==> config.mk <==
export PLATFORM = sky130hd
export DESIGN_NAME = sram_strobe_ctrl
export DESIGN_NICKNAME = d
export VERILOG_FILES = /design/src/rtl/sram_ctrl_pkg.sv /design/src/rtl/sram_phase_timer.sv /design/src/rtl/sram_strobe_fsm.sv /design/src/rtl/sram_bus_regs.sv /design/src/rtl/sram_strobe_ctrl.sv
export SDC_FILE = /design/constraint.sdc
export NUM_CORES = 1
export LEC_CHECK = 0
export BUFFER_PORTS_ARGS = -buffer_cell sky130_fd_sc_hd__buf_2
export CELL_PAD_IN_SITES_DETAIL_PLACEMENT = 0
export CELL_PAD_IN_SITES_GLOBAL_PLACEMENT = 1
export CORE_UTILIZATION = 40
export CTS_CLUSTER_DIAMETER = 50
export DETAILED_ROUTE_END_ITERATION = 6
export PLACE_DENSITY_LB_ADDON = 0.1
export SLEW_MARGIN = 20
export SYNTH_ARGS = -nofsm -noshare
export SYNTH_HDL_FRONTEND = slang
export SYNTH_SLANG_ARGS = --single-unit
==> constraint.sdc <==
create_clock -name clk -period 2.9 [get_ports clk]
set_clock_uncertainty 0.15 [all_clocks]
set_input_delay 0.29 -clock clk [delete_from_list [all_inputs] [get_ports clk]]
set_output_delay 0.29 -clock clk [all_outputs]
set_load 0.03 [all_outputs]
==> src/rtl/sram_ctrl_pkg.sv <==
package sram_ctrl_pkg;

  typedef enum logic [2:0] {
    PH_IDLE,
    PH_RD,
    PH_TURN,
    PH_WSET,
    PH_WR,
    PH_WEND
  } phase_e;

  function automatic int ns_to_cycles(input int ns, input int period_ns);
    return (ns + period_ns - 1) / period_ns;
  endfunction

  function automatic int max_of(input int a, input int b);
    return (a > b) ? a : b;
  endfunction

endpackage

==> src/rtl/sram_phase_timer.sv <==
module sram_phase_timer #(
  parameter int CNT_W = 4
) (
  input  logic             clk,
  input  logic             rst_n,
  input  logic             load,
  input  logic [CNT_W-1:0] load_val,
  output logic             done
);

  logic [CNT_W-1:0] cnt_q;
  logic [CNT_W-1:0] cnt_d;

  always_comb begin
    cnt_d = cnt_q;
    if (load) begin
      cnt_d = load_val;
    end else if (cnt_q != '0) begin
      cnt_d = cnt_q - 1'b1;
    end
  end

  always_ff @(posedge clk or negedge rst_n) begin
    if (!rst_n) begin
      cnt_q <= '0;
    end else begin
      cnt_q <= cnt_d;
    end
  end

  assign done = (cnt_q == '0);

endmodule

==> src/rtl/sram_strobe_fsm.sv <==
module sram_strobe_fsm
  import sram_ctrl_pkg::*;
#(
  parameter int RD_CYC   = 7,
  parameter int WR_CYC   = 7,
  parameter int TURN_CYC = 3,
  parameter int CNT_W    = 3
) (
  input  logic             clk,
  input  logic             rst_n,
  input  logic             req_valid,
  input  logic             req_write,
  input  logic             tmr_done,
  output logic             tmr_load,
  output logic [CNT_W-1:0] tmr_val,
  output logic             req_ready,
  output logic             accept,
  output logic             rd_capture,
  output logic             ce_n,
  output logic             oe_n,
  output logic             we_n,
  output logic             dq_oe
);

  phase_e state_q;
  phase_e state_d;
  logic   ce_n_d;
  logic   oe_n_d;
  logic   we_n_d;
  logic   dq_oe_d;

  always_comb begin
    state_d  = state_q;
    tmr_load = 1'b0;
    tmr_val  = '0;
    unique case (state_q)
      PH_IDLE: begin
        if (req_valid) begin
          if (req_write) begin
            state_d = PH_WSET;
          end else begin
            state_d  = PH_RD;
            tmr_load = 1'b1;
            tmr_val  = CNT_W'(RD_CYC - 1);
          end
        end
      end
      PH_RD: begin
        if (tmr_done) begin
          state_d  = PH_TURN;
          tmr_load = 1'b1;
          tmr_val  = CNT_W'(TURN_CYC - 1);
        end
      end
      PH_TURN: begin
        if (tmr_done) begin
          state_d = PH_IDLE;
        end
      end
      PH_WSET: begin
        state_d  = PH_WR;
        tmr_load = 1'b1;
        tmr_val  = CNT_W'(WR_CYC - 1);
      end
      PH_WR: begin
        if (tmr_done) begin
          state_d = PH_WEND;
        end
      end
      PH_WEND: begin
        state_d = PH_IDLE;
      end
      default: begin
        state_d = PH_IDLE;
      end
    endcase
  end

  always_comb begin
    ce_n_d  = !(state_d inside {PH_RD, PH_WSET, PH_WR});
    oe_n_d  = (state_d != PH_RD);
    we_n_d  = (state_d != PH_WR);
    dq_oe_d = (state_d inside {PH_WSET, PH_WR, PH_WEND});
  end

  always_ff @(posedge clk or negedge rst_n) begin
    if (!rst_n) begin
      state_q <= PH_IDLE;
      ce_n    <= 1'b1;
      oe_n    <= 1'b1;
      we_n    <= 1'b1;
      dq_oe   <= 1'b0;
    end else begin
      state_q <= state_d;
      ce_n    <= ce_n_d;
      oe_n    <= oe_n_d;
      we_n    <= we_n_d;
      dq_oe   <= dq_oe_d;
    end
  end

  assign req_ready  = (state_q == PH_IDLE);
  assign accept     = req_ready && req_valid;
  assign rd_capture = (state_q == PH_RD) && tmr_done;

  // Assertion support: length of the current write-enable low run and
  // cycles since output enable last went high.
  logic [CNT_W:0] we_run_q;
  logic [CNT_W:0] oe_hi_q;

  always_ff @(posedge clk or negedge rst_n) begin
    if (!rst_n) begin
      we_run_q <= '0;
      oe_hi_q  <= (CNT_W+1)'(TURN_CYC);
    end else begin
      we_run_q <= we_n ? '0 : we_run_q + 1'b1;
      if (!oe_n) begin
        oe_hi_q <= '0;
      end else if (oe_hi_q < (CNT_W+1)'(TURN_CYC)) begin
        oe_hi_q <= oe_hi_q + 1'b1;
      end
    end
  end

  assert_we_needs_ce_R2: assert property (@(posedge clk) disable iff (!rst_n)
    !we_n |-> !ce_n);

  assert_read_strobes_R3: assert property (@(posedge clk) disable iff (!rst_n)
    rd_capture |-> (!ce_n && !oe_n && we_n && !dq_oe));

  assert_we_width_R4: assert property (@(posedge clk) disable iff (!rst_n)
    $rose(we_n) |-> (we_run_q >= (CNT_W+1)'(WR_CYC)));

  assert_drive_oe_high_R6: assert property (@(posedge clk) disable iff (!rst_n)
    dq_oe |-> oe_n);

  assert_turnaround_R6: assert property (@(posedge clk) disable iff (!rst_n)
    $rose(dq_oe) |-> (oe_hi_q >= (CNT_W+1)'(TURN_CYC)));

  assert_busy_after_accept_R7: assert property (@(posedge clk) disable iff (!rst_n)
    accept |=> !req_ready);

endmodule

==> src/rtl/sram_bus_regs.sv <==
module sram_bus_regs #(
  parameter int ADDR_W = 15,
  parameter int DATA_W = 8
) (
  input  logic              clk,
  input  logic              rst_n,
  input  logic              accept,
  input  logic [ADDR_W-1:0] req_addr,
  input  logic [DATA_W-1:0] req_wdata,
  input  logic              rd_capture,
  input  logic [DATA_W-1:0] mem_dq_in,
  input  logic              mem_we_n,
  output logic [ADDR_W-1:0] mem_addr,
  output logic [DATA_W-1:0] mem_dq_out,
  output logic              rsp_valid,
  output logic [DATA_W-1:0] rsp_rdata
);

  logic [ADDR_W-1:0] addr_q;
  logic [DATA_W-1:0] wdata_q;
  logic [DATA_W-1:0] rdata_q;
  logic              rvld_q;

  always_ff @(posedge clk or negedge rst_n) begin
    if (!rst_n) begin
      addr_q  <= '0;
      wdata_q <= '0;
    end else if (accept) begin
      addr_q  <= req_addr;
      wdata_q <= req_wdata;
    end
  end

  always_ff @(posedge clk or negedge rst_n) begin
    if (!rst_n) begin
      rdata_q <= '0;
    end else if (rd_capture) begin
      rdata_q <= mem_dq_in;
    end
  end

  always_ff @(posedge clk or negedge rst_n) begin
    if (!rst_n) begin
      rvld_q <= 1'b0;
    end else begin
      rvld_q <= rd_capture;
    end
  end

  assign mem_addr   = addr_q;
  assign mem_dq_out = wdata_q;
  assign rsp_valid  = rvld_q;
  assign rsp_rdata  = rdata_q;

  assert_addr_we_high_R5: assert property (@(posedge clk) disable iff (!rst_n)
    !$stable(addr_q) |-> (mem_we_n && $past(mem_we_n)));

  assert_rsp_pulse_R3: assert property (@(posedge clk) disable iff (!rst_n)
    rvld_q |=> !rvld_q);

endmodule

==> src/rtl/sram_strobe_ctrl.sv <==
module sram_strobe_ctrl
  import sram_ctrl_pkg::*;
#(
  parameter int ADDR_W        = 15,
  parameter int DATA_W        = 8,
  parameter int CLK_PERIOD_NS = 10,
  parameter int T_RD_CYCLE_NS = 70,
  parameter int T_ADDR_ACC_NS = 70,
  parameter int T_OE_ACC_NS   = 50,
  parameter int T_WR_CYCLE_NS = 70,
  parameter int T_CE_WR_NS    = 70,
  parameter int T_ADDR_WR_NS  = 70,
  parameter int T_WE_PULSE_NS = 50,
  parameter int T_DSETUP_NS   = 40,
  parameter int T_RELEASE_NS  = 30
) (
  input  logic              clk,
  input  logic              rst_n,
  input  logic              req_valid,
  input  logic              req_write,
  input  logic [ADDR_W-1:0] req_addr,
  input  logic [DATA_W-1:0] req_wdata,
  output logic              req_ready,
  output logic              rsp_valid,
  output logic [DATA_W-1:0] rsp_rdata,
  output logic [ADDR_W-1:0] mem_addr,
  output logic              mem_ce_n,
  output logic              mem_oe_n,
  output logic              mem_we_n,
  output logic [DATA_W-1:0] mem_dq_out,
  output logic              mem_dq_oe,
  input  logic [DATA_W-1:0] mem_dq_in
);

  localparam int RD_CYC = max_of(ns_to_cycles(T_RD_CYCLE_NS, CLK_PERIOD_NS),
                                 max_of(ns_to_cycles(T_ADDR_ACC_NS, CLK_PERIOD_NS),
                                        ns_to_cycles(T_OE_ACC_NS, CLK_PERIOD_NS)));
  localparam int WR_CE  = max_of(ns_to_cycles(T_CE_WR_NS, CLK_PERIOD_NS),
                                 ns_to_cycles(T_ADDR_WR_NS, CLK_PERIOD_NS));
  localparam int WR_WE  = max_of(ns_to_cycles(T_WE_PULSE_NS, CLK_PERIOD_NS),
                                 ns_to_cycles(T_DSETUP_NS, CLK_PERIOD_NS));
  localparam int WR_CYC = max_of(max_of(WR_CE, WR_WE),
                                 ns_to_cycles(T_WR_CYCLE_NS, CLK_PERIOD_NS));
  localparam int TURN_CYC = max_of(ns_to_cycles(T_RELEASE_NS, CLK_PERIOD_NS), 1);
  localparam int MAX_CYC  = max_of(max_of(RD_CYC, WR_CYC), TURN_CYC);
  localparam int CNT_W    = $clog2(MAX_CYC + 1);

  // Reset: asserted asynchronously, released on a clock edge.
  logic rst_s1_q;
  logic rst_s2_q;

  always_ff @(posedge clk or negedge rst_n) begin
    if (!rst_n) begin
      rst_s1_q <= 1'b0;
      rst_s2_q <= 1'b0;
    end else begin
      rst_s1_q <= 1'b1;
      rst_s2_q <= rst_s1_q;
    end
  end

  logic             rst_int_n;
  logic             tmr_load;
  logic [CNT_W-1:0] tmr_val;
  logic             tmr_done;
  logic             accept;
  logic             rd_capture;

  assign rst_int_n = rst_s2_q;

  sram_phase_timer #(
    .CNT_W (CNT_W)
  ) u_timer (
    .clk      (clk),
    .rst_n    (rst_int_n),
    .load     (tmr_load),
    .load_val (tmr_val),
    .done     (tmr_done)
  );

  sram_strobe_fsm #(
    .RD_CYC   (RD_CYC),
    .WR_CYC   (WR_CYC),
    .TURN_CYC (TURN_CYC),
    .CNT_W    (CNT_W)
  ) u_fsm (
    .clk        (clk),
    .rst_n      (rst_int_n),
    .req_valid  (req_valid),
    .req_write  (req_write),
    .tmr_done   (tmr_done),
    .tmr_load   (tmr_load),
    .tmr_val    (tmr_val),
    .req_ready  (req_ready),
    .accept     (accept),
    .rd_capture (rd_capture),
    .ce_n       (mem_ce_n),
    .oe_n       (mem_oe_n),
    .we_n       (mem_we_n),
    .dq_oe      (mem_dq_oe)
  );

  sram_bus_regs #(
    .ADDR_W (ADDR_W),
    .DATA_W (DATA_W)
  ) u_regs (
    .clk        (clk),
    .rst_n      (rst_int_n),
    .accept     (accept),
    .req_addr   (req_addr),
    .req_wdata  (req_wdata),
    .rd_capture (rd_capture),
    .mem_dq_in  (mem_dq_in),
    .mem_we_n   (mem_we_n),
    .mem_addr   (mem_addr),
    .mem_dq_out (mem_dq_out),
    .rsp_valid  (rsp_valid),
    .rsp_rdata  (rsp_rdata)
  );

endmodule

==> results of run 1 <==
## metrics by stage
stage	setup WS, ns	cell area [um^2]	power [W]	hold WS (ns)	util, %
after floorplan	0.536	1800	0.00214	-0.156	-
after CTS	0.825	2280	0.00296	0.0619	52.8
after global routing	0.699	2280	0.00309	0.0646	52.8
final	0.845	2280	0.00291	0.0739	52.8
after global placement	0.865	2170	0.00246	-0.0765	50.1
after detailed placement	0.849	2170	0.00249	-0.0739	50.1
## worst max-delay path, delay by kind of cell (launching register included)
| family | cells | cell delay [ns] |
|---|---|---|
| fa+ha+maj | 1 | 0.20 |
| buf+inv | 1 | 0.11 |
| flops | 1 | 0.36 |
| mux | 1 | 0.33 |
| simple gates | 2 | 0.78 |
## flip-flops by register name, summed over array words and instances (netlist names), 3 cells and up
| name | cells |
|---|---|
| u_regs.mem_dq_out | 8 |
| u_regs.rsp_rdata | 8 |
| u_regs.mem_addr | 15 |
| u_timer.cnt_q | 3 |
| u_fsm.state_q | 3 |
## cells by family after synthesis
group,Yosys count,share of synthesized area (%)
compound gates,13,4.94
xor+xnor,1,0.488
fa+ha+maj,2,1.39
buf+inv,12,4.32
flops,44,61.5
mux,31,20.9
other cells,1,0.209
simple gates,16,6.27
## where the power goes
| group | total [W] | leakage [nW] | internal (W) | switching [W] |
|---|---|---|---|---|
| Sequential | 0.00108 | 0.517 | 0.000911 | 0.000166 |
| Clock | 0.000449 | 0.0524 | 0.000258 | 0.000191 |
| Combinational | 0.00139 | 0.583 | 0.000548 | 0.000841 |
## path summary, 6_finish.rpt
path / to / slack (ns) / cells past startpoint
min in group asynchronous: rst_int_n / 0.17 / 2
worst min register to register: rst_int_n / 0.21 / 0
worst min-delay path: u_regs.mem_addr[12] / 0.07 / 2
worst max-delay path: u_regs.rsp_rdata[0] / 0.85 / 5
max in group asynchronous: u_regs.rsp_rdata[7] / 1.80 / 0
worst max register to register: u_regs.rsp_rdata[0] / 0.85 / 5
## layer usage
metal  vias up  global-route usage, %  part of all wire (%)
li1        557                      -                     -
met1       596                   17.5                    44
met2        57                   24.2                    47
met3         7                   5.56                   7.8
met4         0                   6.12                   1.8
met5         -                      0                     0
## cell usage in the layout, fill, tap and decap left out, types with 3 or more instances in the layout
cell type  netlist  final
clkbuf_8         0      5
mux2_2          24     24
a21oi_1          3      3
inv_1            5      5
mux2_4           7      7
nor2_1           3      3
buf_2            2     71
dfstp_2          3      3
and2_1           3      3
dfrtp_1         41     40
## final cells by class
class	instances	share of cell area [%]
multi-input combinational	64	26.9
clock buffer	7	3.34
sequential	44	48.4
inverter	5	0.822
tap	52	2.85
timing repair buffer	73	16.3
clock inverter	1	1.32
## repair_timing
item                      CTS  global route
hold endpoints to repair    2             0
hold buffers                1             0
setup buffers               0             0
==> results.md, run 1 <==
- Status: finished clean
- Total wire length: 3280 um
- GRT Util Overall: 14.8%
- Crit path from: u_timer.cnt_q[0]
- Vias in the first global route: 1,224
- Yosys warns: 0
- CP peak stage delay: 0.57 ns
- Detailed Routing Iterations Pass 1: 4
- Global-route wire length before repair: 5530 um
- Clock-pin slew on the worst setup and hold paths: 0.08 ns
- Count leader, synth: dfrtp_1
- Dpl cells: 237
- Die H: 69.0 um
- Initial antenna violation count: 0
- CP Cell Sequence: inv_1 > ha_1 > nand2b_1 > or3b_4 > mux2_4
- Filler cell count: 391
- Endpoints failing hold: 0
- Cells after synthesis: 120
- Power Density: 1280 mW/mm^2
- Worst VDD drop: 0.000498 V
- Post-synthesis sequential area ratio: 61.5%
- Largest net degree at the start of global routing: 43
- Yosys reg bits: 44
- Worst r2r src: u_timer.cnt_q[0]
- Area occupied by multi-input gates: 614 um^2
- Core box area: 0.00432 mm^2
- Inserted Clock Buffers: 5
- Die X: 69.0 um
- Layout cell share with drive strength beyond 1: 59.8%
- Crit-path slowest cell: or3b_4
- Vias: 1,217
- Worst-Margin Slew: 0.889 ns
- Cell Area, Synth: 0.00180 mm^2
- Finished Layout Cells: 246
- Hold Path Origin: req_addr[12]
- # clock sinks: 44
- Max-cap violations: 0
- Io pins: 72
- Leak: 1.15 nW
- # DRC: 0
- Crit end category: flop
- HP Class: primary input to flop
- Avg WL per Cell: 13.3 um
- CP arrival: 2.08 ns
- Nets: 230
- Hpwl dp: 2300 um
- Pins Over Slew Limit: 0
- Starting DRT DRC Count: 26
- Area Growth Syn to Fin: 27.1%
- Final setup viols: 0
- Syn avg cell area: 15.0 um^2
- Total overflow reported by the global router: 0
- H-tree Lvls: 2
- CP Class: flop to flop
- Post-route setup TNS: 0 ns
- CTS resizes: 0
- Post-route minimum period: 2.05 ns
- CTS tree: done
- Period utilisation layout: 70.9%
- Die area: 0.00476 mm^2
- Ant diodes: 0
- Via density: 4.95
- Relative slew slack: 40.8%
- Synth async-reset ratio: 100%
- RSZ-0062 raised after global routing: false
- Post-synth EDFFs: 0
- Top cells by area, synth: dfrtp_1, mux2_2, mux2_4, dfstp_2, buf_6
- Clock root cell: clkbuf_8
- Leading area contributor after synthesis: dfrtp_1
- Synthesized Nets: 157
- Insertion delay to the later sink of the worst-skew pair: 0.29 ns
- Synth cell types: 32
- PortBufs: 71
- Top cells by count, synth: dfrtp_1, mux2_2, mux2_4
- Most common flop cell mapped by yosys: dfrtp_1
- Final GP Congestion: 0.794
- Critical Path Fanout Max: 11
- Starting Density: 41.6%
- Row cnt: 24
- Crit path launch type: flop
- Routed Antenna Nets: 0
- Required time of the critical path: 2.93 ns
- Max frequency: 0.487 GHz
- FF+latch area: 0.00111 mm^2
- Max clock buf depth: 2
- Share of the synthesized area in the top cell type: 57.1%
Power figures use the tool's default switching activity.
==> inputs of run 2 (changes only) <==
ABC_AREA = 1   (was unset)
CORE_UTILIZATION = 34   (was 40)
clock period = 2 ns   (was 2.9 ns; I/O delays follow)
==> run 2 against run 1 <==
Sequential power is 43% higher. Total power increased by 45%. Sequential cell count unchanged.
==> results.md, run 2 <==
- Post-synthesis sequential area ratio: 62.4%
- Crit end category: primary output
- Reg2Reg Depth: 7
- Worst r2r src: u_timer.cnt_q[0]
- Final setup margin: 0.340 ns
- Synth async-reset ratio: 100%
- Pins Over Slew Limit: 0
- Final GP Congestion: 0.749
- Vias in the first global route: 1,577
- Final setup viols: 0
- Buffers and inverters on the worst path: 2
- Yosys warns: 0
- Routed Antenna Nets: 0
- Nets: 338
- Global-route wire length before repair: 6790 um
- Detailed Routing Iterations Pass 1: 4
- Die H: 74.2 um
- Cells after synthesis: 192
- CTS tree: done
- RSZ-0062 raised after global routing: false
- Final core occ: 53.6%
- Vias: 1,555
- Largest net degree at the start of global routing: 25
- Top cells by count, synth: nand2_1, dfrtp_1, inv_1, nand3_1, nor2_1
- Area occupied by multi-input gates: 593 um^2
- FF+latch area: 0.00111 mm^2
- Period utilisation layout: 83.0%
- Hold slack: 0.0240 ns
- Avg WL per Cell: 10.9 um
- Syn avg cell area: 9.22 um^2
- Starting DRT DRC Count: 92
- Post-route setup TNS: 0 ns
- Share of the synthesized area in the top cell type: 58.0%
- Critical path depth: 4
- Layout cell share with drive strength beyond 1: 30.9%
- Hpwl dp: 2690 um
- Leak: 1.46 nW
- # DRC: 0
- Post-CTS setup buffers: 0
- Max-cap violations: 0
- Io pins: 72
- Insertion delay to the later sink of the worst-skew pair: 0.29 ns
- Critical Path Fanout Max: 5
- Crit-path slowest cell: dfrtp_1
- Initial antenna violation count: 0
- Status: finished clean
- Synth cell types: 23
- Leading area contributor after synthesis: dfrtp_1
- Core box area: 0.00488 mm^2
- Area Growth Syn to Fin: 47.8%
- Max clock buf depth: 2
- Count leader, synth: nand2_1
- Required time of the critical path: 1.65 ns
- Ant diodes: 0
- Endpoints failing hold: 0
- Most common flop cell mapped by yosys: dfrtp_1
- Worst R2R End: u_timer.cnt_q[2]
- Clock root cell: clkbuf_8
- Total overflow reported by the global router: 0
- Place WS: 0.436 ns
- Most frequent cells in the layout: nand2_1, buf_2, dfrtp_1
- Power Density: 1610 mW/mm^2
- Post-synth EDFFs: 0
- Cell Area, Synth: 0.00177 mm^2
- Clock-pin slew on the worst setup and hold paths: 0.08 ns
- HP Class: flop to async pin
- Top cells by area, synth: dfrtp_1, nand2_1, dfstp_2, nand3_1, inv_1
- Filler cell count: 463
- GRT Util Overall: 16.7%
- Row cnt: 25
- Commonest non-fill, non-tap cell in the layout: nand2_1
- Total wire length: 4020 um
- Number of flip-flops under the largest register name: 15
- Worst VDD drop: 0.000676 V
- Inserted Clock Buffers: 5
- # clock sinks: 44
- Tot Pwr: 0.00422 W
- PortBufs: 71
- Synthesized Nets: 229
- Post-route minimum period: 1.66 ns
- CP arrival: 1.31 ns
- CP Cell Sequence: nor2_4 > nand2_1 > inv_1 > buf_2
- CP Class: flop to primary output
- Crit path launch type: flop
- Die X: 74.2 um
- Flop-to-flop setup slack: 0.46 ns
- Family with the most delay on the worst path: flip-flops
- Via density: 4.23
- CP peak stage delay: 0.46 ns
- Die area: 0.00550 mm^2
- Max frequency: 0.603 GHz
- Yosys reg bits: 44
- H-tree Lvls: 2
- Starting Density: 36.3%
-- run 2: cell count changes after synthesis, sizes merged, moves of 2 or more --
cell   before  now
nand4       0    2
buf         7    4
inv         5   10
nor2        3    7
nand3       0   10
nand2       1  106
nor3b       2    0
xor2        0    2
a21o        2    0
a21oi       3    1
mux2       31    0
and2        3    0
-- run 2: logic make-up after synthesis --
| logic type | count (synthesis) | share of synthesized area, % |
|---|---|---|
| adder cells (fa/ha/maj) | 2 | 1.41 |
| buffers and inverters | 14 | 4.10 |
| other | 1 | 0.212 |
| flip-flops | 44 | 62.4 |
| AO/OA/AOI/OAI | 4 | 1.27 |
| AND/OR/NAND/NOR | 125 | 29.6 |
| XOR/XNOR | 2 | 0.990 |
-- run 2: worst max path at each step --
stage | slack (ns) | start | end
final | 0.34 | u_fsm.state_q[1] | req_ready
after global routing | 0.26 | u_fsm.state_q[1] | req_ready
after CTS | 0.34 | u_fsm.state_q[1] | req_ready
after detailed placement | 0.44 | u_timer.cnt_q[0] | u_timer.cnt_q[2]
after global placement | 0.50 | u_timer.cnt_q[0] | u_timer.cnt_q[2]
after floorplan | 0.54 | rst_int_n | u_fsm.dq_oe
-- run 2: final cells by class --
class | count | area share, %
Clock buffer | 7 | 3.68
Inverter | 10 | 1.53
Multi-Input combinational cell | 134 | 22.7
Sequential cell | 44 | 42.3
Tap cell | 67 | 3.20
Timing Repair Buffer | 106 | 26.7
-- run 2: where the power goes --
part	switching, W	leakage, nW	internal [W]
clock	0.000271	0.0503	0.000307
combinational	0.00147	0.874	0.000631
sequential	0.000222	0.534	0.00132
total	0.00196	1.46	0.00226
-- run 2: metal layers --
| metal | vias to the layer above | wire [um] | part of all wire, % | GRT usage, % |
|---|---|---|---|---|
| met4 | 0 | 45 | 1.1 | 6.41 |
| li1 | 804 | - | - | - |
| met5 | - | 0 | 0 | 0 |
| met3 | 7 | 151 | 3.8 | 4.07 |
| met2 | 40 | 2080 | 52 | 30.4 |
| met1 | 704 | 1740 | 43 | 18.9 |
-- run 2: worst register-to-register path, stage by stage (launching register included) --
cell and delay, ns:
dfrtp_1 0.36, inv_1 0.10, ha_1 0.17, nand2_2 0.12, inv_1 0.16, nand3_2 0.20
nand3_1 0.12, nand2_1 0.05
-- run 2: timing repair --
action                                  CTS  global route
endpoints found under the setup margin    0             0
hold buffers                             32             0
gates resized for setup                   0             0
endpoints found under the hold margin    33             0
-- run 2: through the flow --
step / area (um^2) / cells
floorplan: 1770 / 192
global placement: 2200 / 329
detailed placement: 2200 / 329
CTS: 2620 / 368
global route: 2620 / 368
finish: 2620 / 368
